File: src/rtl/rht_pkg.sv
`timescale 1ns/1ps
package rht_pkg;
  // Transform size; must be a power of two with an even number of stages
  localparam int unsigned RHT_N          = 16;
  localparam int unsigned RHT_STAGES     = $clog2(RHT_N);
  // One register per butterfly stage plus the rounded output register
  localparam int unsigned RHT_LEVELS     = RHT_STAGES + 1;
  // 1/sqrt(2) per stage gives 2^-(stages/2) overall
  localparam int unsigned RHT_NORM_SHIFT = RHT_STAGES / 2;

  // Strobes from the control to the datapath: load enable per register level
  typedef struct packed {
    logic [RHT_LEVELS-1:0] load;
  } rht_strobe_t;
endpackage

File: src/rtl/rht_ctrl.sv
`timescale 1ns/1ps
module rht_ctrl
  import rht_pkg::*;
(
  input  logic        clk,
  input  logic        rst,
  input  logic        inValid,
  output logic        inReady,
  output logic        outValid,
  input  logic        outReady,
  output rht_strobe_t strobe
);

  logic [RHT_LEVELS-1:0] validQ;
  logic                  advance;

  // The pipeline moves as one piece unless a full output is being held
  assign advance  = !validQ[RHT_LEVELS-1] || outReady;
  assign inReady  = advance;
  assign outValid = validQ[RHT_LEVELS-1];

  always_ff @(posedge clk) begin
    if (rst) begin
      validQ <= '0;
    end else if (advance) begin
      validQ <= {validQ[RHT_LEVELS-2:0], inValid};
    end
  end

  // Only levels that receive a real vector are loaded
  always_comb begin
    strobe.load[0] = advance && inValid;
    for (int k = 1; k < RHT_LEVELS; k++) begin
      strobe.load[k] = advance && validQ[k-1];
    end
  end

  // a presented vector stays presented until taken
  assert_valid_hold_R7: assert property (@(posedge clk) disable iff (rst)
    (outValid && !outReady) |=> outValid)
    else $error("outValid dropped during a stall");

  // first cycle after reset shows an empty pipeline
  assert_reset_state_R8: assert property (@(posedge clk) disable iff (rst)
    $past(rst) |-> (!outValid && inReady))
    else $error("pipeline not empty after reset");

endmodule

File: src/rtl/rht_datapath.sv
`timescale 1ns/1ps
module rht_datapath
  import rht_pkg::*;
#(
  parameter  int unsigned     DATA_W    = 12,
  parameter  logic [RHT_N-1:0] SIGN_MASK = '0,
  localparam int unsigned     INNER_W   = DATA_W + RHT_STAGES + 1,
  localparam int unsigned     OUT_W     = INNER_W - RHT_NORM_SHIFT
)(
  input  logic                     clk,
  input  logic                     rst,
  input  rht_strobe_t              strobe,
  input  logic [RHT_N*DATA_W-1:0]  inData,
  output logic [RHT_N*OUT_W-1:0]   outData
);

  // Largest magnitude any output can take: 2^(DATA_W-1) * N / 2^shift
  localparam int OUT_LIMIT = 1 << (DATA_W - 1 + RHT_STAGES - RHT_NORM_SHIFT);

  // lvl[0] is the sign-flipped input; lvl[s+1] is the register after stage s
  logic [RHT_STAGES:0][RHT_N*INNER_W-1:0] lvl;
  logic [RHT_N*OUT_W-1:0]                 rounded;
  logic [RHT_N*OUT_W-1:0]                 outReg;

  // Sign extension to the full inner width, then the fixed sign flip.
  // Widening first keeps the negation of the most negative input exact.
  for (genvar i = 0; i < RHT_N; i++) begin : g_sign
    logic [INNER_W-1:0] widened;
    assign widened = INNER_W'(signed'(inData[i*DATA_W +: DATA_W]));
    if (SIGN_MASK[i]) begin : g_neg
      assign lvl[0][i*INNER_W +: INNER_W] = -widened;
    end else begin : g_pos
      assign lvl[0][i*INNER_W +: INNER_W] = widened;
    end
  end

  // Butterfly stage s pairs elements whose indices differ only in bit s
  for (genvar s = 0; s < RHT_STAGES; s++) begin : g_stage
    localparam int unsigned SPAN = 1 << s;
    logic [RHT_N*INNER_W-1:0] mixed;
    logic [RHT_N*INNER_W-1:0] held;

    for (genvar i = 0; i < RHT_N; i++) begin : g_elem
      if (((i >> s) & 1) == 0) begin : g_sum
        assign mixed[i*INNER_W +: INNER_W] =
          lvl[s][i*INNER_W +: INNER_W] + lvl[s][(i+SPAN)*INNER_W +: INNER_W];
      end else begin : g_diff
        assign mixed[i*INNER_W +: INNER_W] =
          lvl[s][(i-SPAN)*INNER_W +: INNER_W] - lvl[s][i*INNER_W +: INNER_W];
      end
    end

    always_ff @(posedge clk) begin
      if (strobe.load[s]) begin
        held <= mixed;
      end
    end

    assign lvl[s+1] = held;
  end

  // Normalising shift with round-half-even
  for (genvar i = 0; i < RHT_N; i++) begin : g_round
    logic [INNER_W-1:0] sumVal;
    logic [OUT_W-1:0]   trunc;
    logic               halfBit;
    logic               stickyBits;
    logic               bumpUp;

    assign sumVal     = lvl[RHT_STAGES][i*INNER_W +: INNER_W];
    assign trunc      = sumVal[INNER_W-1:RHT_NORM_SHIFT];
    assign halfBit    = sumVal[RHT_NORM_SHIFT-1];
    assign stickyBits = |sumVal[RHT_NORM_SHIFT-2:0];
    assign bumpUp     = halfBit && (stickyBits || trunc[0]);
    assign rounded[i*OUT_W +: OUT_W] = trunc + OUT_W'(bumpUp);

    // a freshly loaded output never exceeds the bound for full-scale inputs
    assert_no_overflow_R4: assert property (@(posedge clk) disable iff (rst)
      strobe.load[RHT_STAGES] |=>
        (($signed(outReg[i*OUT_W +: OUT_W]) <= OUT_LIMIT) &&
         ($signed(outReg[i*OUT_W +: OUT_W]) >= -OUT_LIMIT)))
      else $error("output element out of range");
  end

  always_ff @(posedge clk) begin
    if (strobe.load[RHT_STAGES]) begin
      outReg <= rounded;
    end
  end

  assign outData = outReg;

endmodule

File: src/rtl/rand_hadamard16.sv
`timescale 1ns/1ps
module rand_hadamard16
  import rht_pkg::*;
#(
  parameter  int unsigned      DATA_W    = 12,
  parameter  logic [RHT_N-1:0] SIGN_MASK = 16'h9A35,
  localparam int unsigned      OUT_W     = DATA_W + RHT_STAGES + 1 - RHT_NORM_SHIFT
)(
  input  logic                    clk,
  input  logic                    rst,
  input  logic                    inValid,
  output logic                    inReady,
  input  logic [RHT_N*DATA_W-1:0] inData,
  output logic                    outValid,
  input  logic                    outReady,
  output logic [RHT_N*OUT_W-1:0]  outData
);

  rht_strobe_t strobe;

  rht_ctrl u_ctrl (
    .clk      (clk),
    .rst      (rst),
    .inValid  (inValid),
    .inReady  (inReady),
    .outValid (outValid),
    .outReady (outReady),
    .strobe   (strobe)
  );

  rht_datapath #(
    .DATA_W    (DATA_W),
    .SIGN_MASK (SIGN_MASK)
  ) u_datapath (
    .clk     (clk),
    .rst     (rst),
    .strobe  (strobe),
    .inData  (inData),
    .outData (outData)
  );

  // the presented data does not change while the consumer stalls
  assert_data_hold_R7: assert property (@(posedge clk) disable iff (rst)
    (outValid && !outReady) |=> $stable(outData))
    else $error("outData changed during a stall");

endmodule

File: config.mk
export PLATFORM = sky130hd
export DESIGN_NAME = rand_hadamard16
export DESIGN_NICKNAME = d
export VERILOG_FILES = /design/src/rtl/rht_pkg.sv /design/src/rtl/rht_ctrl.sv /design/src/rtl/rht_datapath.sv /design/src/rtl/rand_hadamard16.sv
export SDC_FILE = /design/constraint.sdc
export NUM_CORES = 2
export LEC_CHECK = 0
export CORE_MARGIN = 5
export CORE_UTILIZATION = 55
export DETAILED_ROUTE_END_ITERATION = 6
export MAX_ROUTING_LAYER = met4
export PLACE_DENSITY = 0.74
export SYNTH_ARGS = -nofsm -noshare
export SYNTH_HDL_FRONTEND = slang
export SYNTH_HIERARCHICAL = 1
export SYNTH_SLANG_ARGS = --single-unit
export TNS_END_PERCENT = 10
File: constraint.sdc
create_clock -name clk -period 15.5 [get_ports clk]
set_clock_uncertainty 0.15 [all_clocks]
set_input_delay 3.1 -clock clk [delete_from_list [all_inputs] [get_ports clk]]
set_output_delay 3.1 -clock clk [all_outputs]
set_load 0.02 [all_outputs]
==> impl_metrics.env <==
export IMPL_status="finished clean"
export IMPL_track_usage_pct=28.4
export IMPL_tightest_slew_ns=1.19
export IMPL_cellPowerDensity_nw_per_um2=136
export IMPL_ys_top_cells_by_area="edfxtp_1 42%, ha_1 14%, xnor2_1 8.4%"
export IMPL_wl_per_cell_um=21.3
export IMPL_grt_pass1_vias=61648
export IMPL_overflow=0
export IMPL_via_per_inst=5.69
export IMPL_end_kind="output pin"
export IMPL_cp_slowest_cell="clkdlybuf4s50_1"
export IMPL_arrival_ns=4.43
export IMPL_cts_max_path_buffers=3
export IMPL_slew_headroom_pct=20.1
export IMPL_p_leak_uw=0.0406
export IMPL_wl_um=244000
export IMPL_cts_htree_levels=4
export IMPL_drive_gt1_share_pct=3.27
export IMPL_ys_types=92
export IMPL_coreArea_um2=163000
export IMPL_cts_resized=0
export IMPL_chipHeight_um=414
export IMPL_critPathMostFrequentCell="clkdlybuf4s50_1"
export IMPL_grt_pass1_wl_um=369000
export IMPL_ios=438
export IMPL_ys_flop_type="edfxtp_1"
export IMPL_syn_inst=8813
export IMPL_final_nets=10472
export IMPL_synthArstFlopShare_pct=0
export IMPL_die_x_um=414
export IMPL_die_area_um2=172000
export IMPL_post_cts_buffers=0
export IMPL_clkPwrFrac_pct=24.7
export IMPL_yosys_warnings=6
export IMPL_p_sw_share_pct=37.5
export IMPL_initial_utilization_pct=55.3
export IMPL_clk_pin_slew_ns=0.06
export IMPL_drc=0
export IMPL_min_path_type="reg2reg"
export IMPL_rsz0062_at_grt="no"
export IMPL_synth_edf_count=1271
export IMPL_vdd_drop_max_v=0.0000922
export IMPL_holdBufCountCts=0
export IMPL_tns_ns=0
export IMPL_comb_power_share_pct=39.6
export IMPL_std_cell_rows=148
export IMPL_syn_area_per_cell_um2=10.2
export IMPL_max_freq_mhz=130
export IMPL_numPortBuffers=437
export IMPL_setup_viol_count_final=0
export IMPL_dp_cells=11212
export IMPL_grt_max_degree=166
export IMPL_ant_nets=0
export IMPL_syn_area_um2=90000
export IMPL_stdcell_count=11481
export IMPL_cts_root_buf="clkbuf_16"
export IMPL_crit_chain="clkdlybuf4s50_1 > nor2b_4 > inv_4 > clkdlybuf4s50_1"
export IMPL_worst_path_buf_inv=3
export IMPL_cap_violations=0
export IMPL_place_gp_congestion=0.969
export IMPL_clkLatencyLatePin_ns=0.79
export IMPL_p_int_uw=8610
export IMPL_drt_iter0_drc=6139
export IMPL_grt_antenna_before_repair=31
export IMPL_synth_top_cell_area_share_pct=42.4
export IMPL_dpl_hpwl_um=200000
export IMPL_synth_fp_nets=10104
export IMPL_area_delta_synth_final_pct=12.4
export IMPL_critical_path_class="in2out"
export IMPL_clock_sinks=1276
export IMPL_drtPass1Iterations=6
export IMPL_critical_path_max_stage_delay_ns=0.55
export IMPL_num_vias=65342
export IMPL_path_max_fanout=7
export IMPL_finalHoldViolations=0
export IMPL_required_ns=12.25
export IMPL_post_route_period_util_pct=49.5
export IMPL_finalCriticalPeriod_ns=7.68
export IMPL_path_delay_family="buffers and inverters"
export IMPL_critPathLaunchType="primary input"
export IMPL_cts_tree="yes"
export IMPL_ys_seq_elements=1276
export IMPL_power_switching_uw=5170
export IMPL_synth_top_cell_by_area="edfxtp_1"
export IMPL_ys_seq_area_share_pct=42.5
export IMPL_numCtsBuffers=142
export IMPL_sequentialPowerShare_pct=35.7
export IMPL_final_max_slew_viol_count=0
-- worst min-delay path, stage by stage, from the launching register on --
cell	delay, ns
dfxtp_1	0.31
nand2b_1	0.08
mux2i_1	0.07
-- cell type report --
class,count,area [um^2]
clock buffer,164,3720
antenna,11,27.5
timing repair buffer,453,4530
clock inverter,94,986
sequential,1276,38300
inverter,986,3700
fill,13277,61700
multi-input combinational,6322,47200
tap,2175,2720
-- per-layer routing --
layer / up-vias / track usage [%] / wire, um
met5: - / - / 0
met4: 0 / 7.55 / 6060
met3: 269 / 3.09 / 13800
met2: 2059 / 44.5 / 112000
met1: 31409 / 39.7 / 112000
li1: 31605 / - / -
-- power groups by stage --
stage	sequential, uW	clock, uW	combinational, uW
final	4920	3400	5460
after global routing	4940	3610	5910
after global placement	4980	0	5280
after CTS	4920	3460	5360
after floorplan	4820	0	3710
after detailed placement	4990	0	5340
-- flip-flops by register name, indices dropped and copies added (netlist names) --
signal,cells
u_datapath/g_stage.held,1031
u_ctrl/validQ,5
u_datapath/outData,240
-- path summary, 6_finish.rpt --
kind	from	to	slack, ns	cells after the start
worst max-delay path	outReady	inReady	7.82	4
worst min-delay path	u_ctrl/validQ[0]	u_ctrl/validQ[1]	0.36	2
worst max register to register	u_datapath/g_stage[2].held[119]	u_datapath/g_stage[3].held[33]	11.31	13
worst min register to register	u_ctrl/validQ[0]	u_ctrl/validQ[1]	0.36	2
-- Yosys cell counts (149+ instances only) --
cell type	number
nand2_1	221
xnor2_1	864
ha_1	1031
o21bai_1	164
a21oi_1	673
o21ai_0	196
inv_1	957
nor2_1	922
nor2b_1	149
nor3_1	194
clkbuf_1	221
edfxtp_1	1271
xor2_1	325
o21ai_1	153
-- cell families (layout without fill, tap and decap cells) --
kind of cell / after synthesis / in the layout / synth area share [%]
AO/OA/AOI/OAI: 1948 / 1948 / 13.9
XOR/XNOR: 1189 / 1189 / 11.6
adder cells (fa/ha/maj): 1095 / 1095 / 15.8
buffers and inverters: 1215 / 1697 / 5.09
flip-flops: 1276 / 1276 / 42.5
multiplexers: 9 / 9 / 0.100
other: 0 / 11 / 0
AND/OR/NAND/NOR: 2081 / 2081 / 11.0
-- per-stage QoR --
step / worst slack [ns] / util (%) / instance area (um^2) / total power (uW) / hold slack, ns
final: 7.82 / 62.1 / 101000 / 13800 / 0.358
after global routing: 7.79 / 62.1 / 101000 / 14500 / 0.395
after CTS: 7.82 / 62.1 / 101000 / 13700 / 0.361
after detailed placement: 7.82 / 59.2 / 96400 / 10300 / 0.349
after global placement: 7.84 / 59.2 / 96400 / 10300 / 0.339
after floorplan: 1.38 / - / 90000 / 8530 / 0.290
-- layout by cell type, fill, tap and decap left out, types with 63 or more instances in the layout --
cell / count
a21o_1: 110
a21oi_1: 673
o21ai_1: 153
nand3_1: 128
edfxtp_1: 1271
o21bai_1: 164
nor2_1: 921
nor3_1: 194
xnor2_1: 864
clkdlybuf4s50_1: 437
clkbuf_16: 146
fa_1: 64
xor2_1: 325
o21ai_0: 196
nor2b_1: 149
nand2_1: 221
and3_1: 65
o21a_1: 98
or3_1: 63
nand2b_1: 136
ha_1: 1030
inv_1: 957
Power figures use the tool's default switching activity.
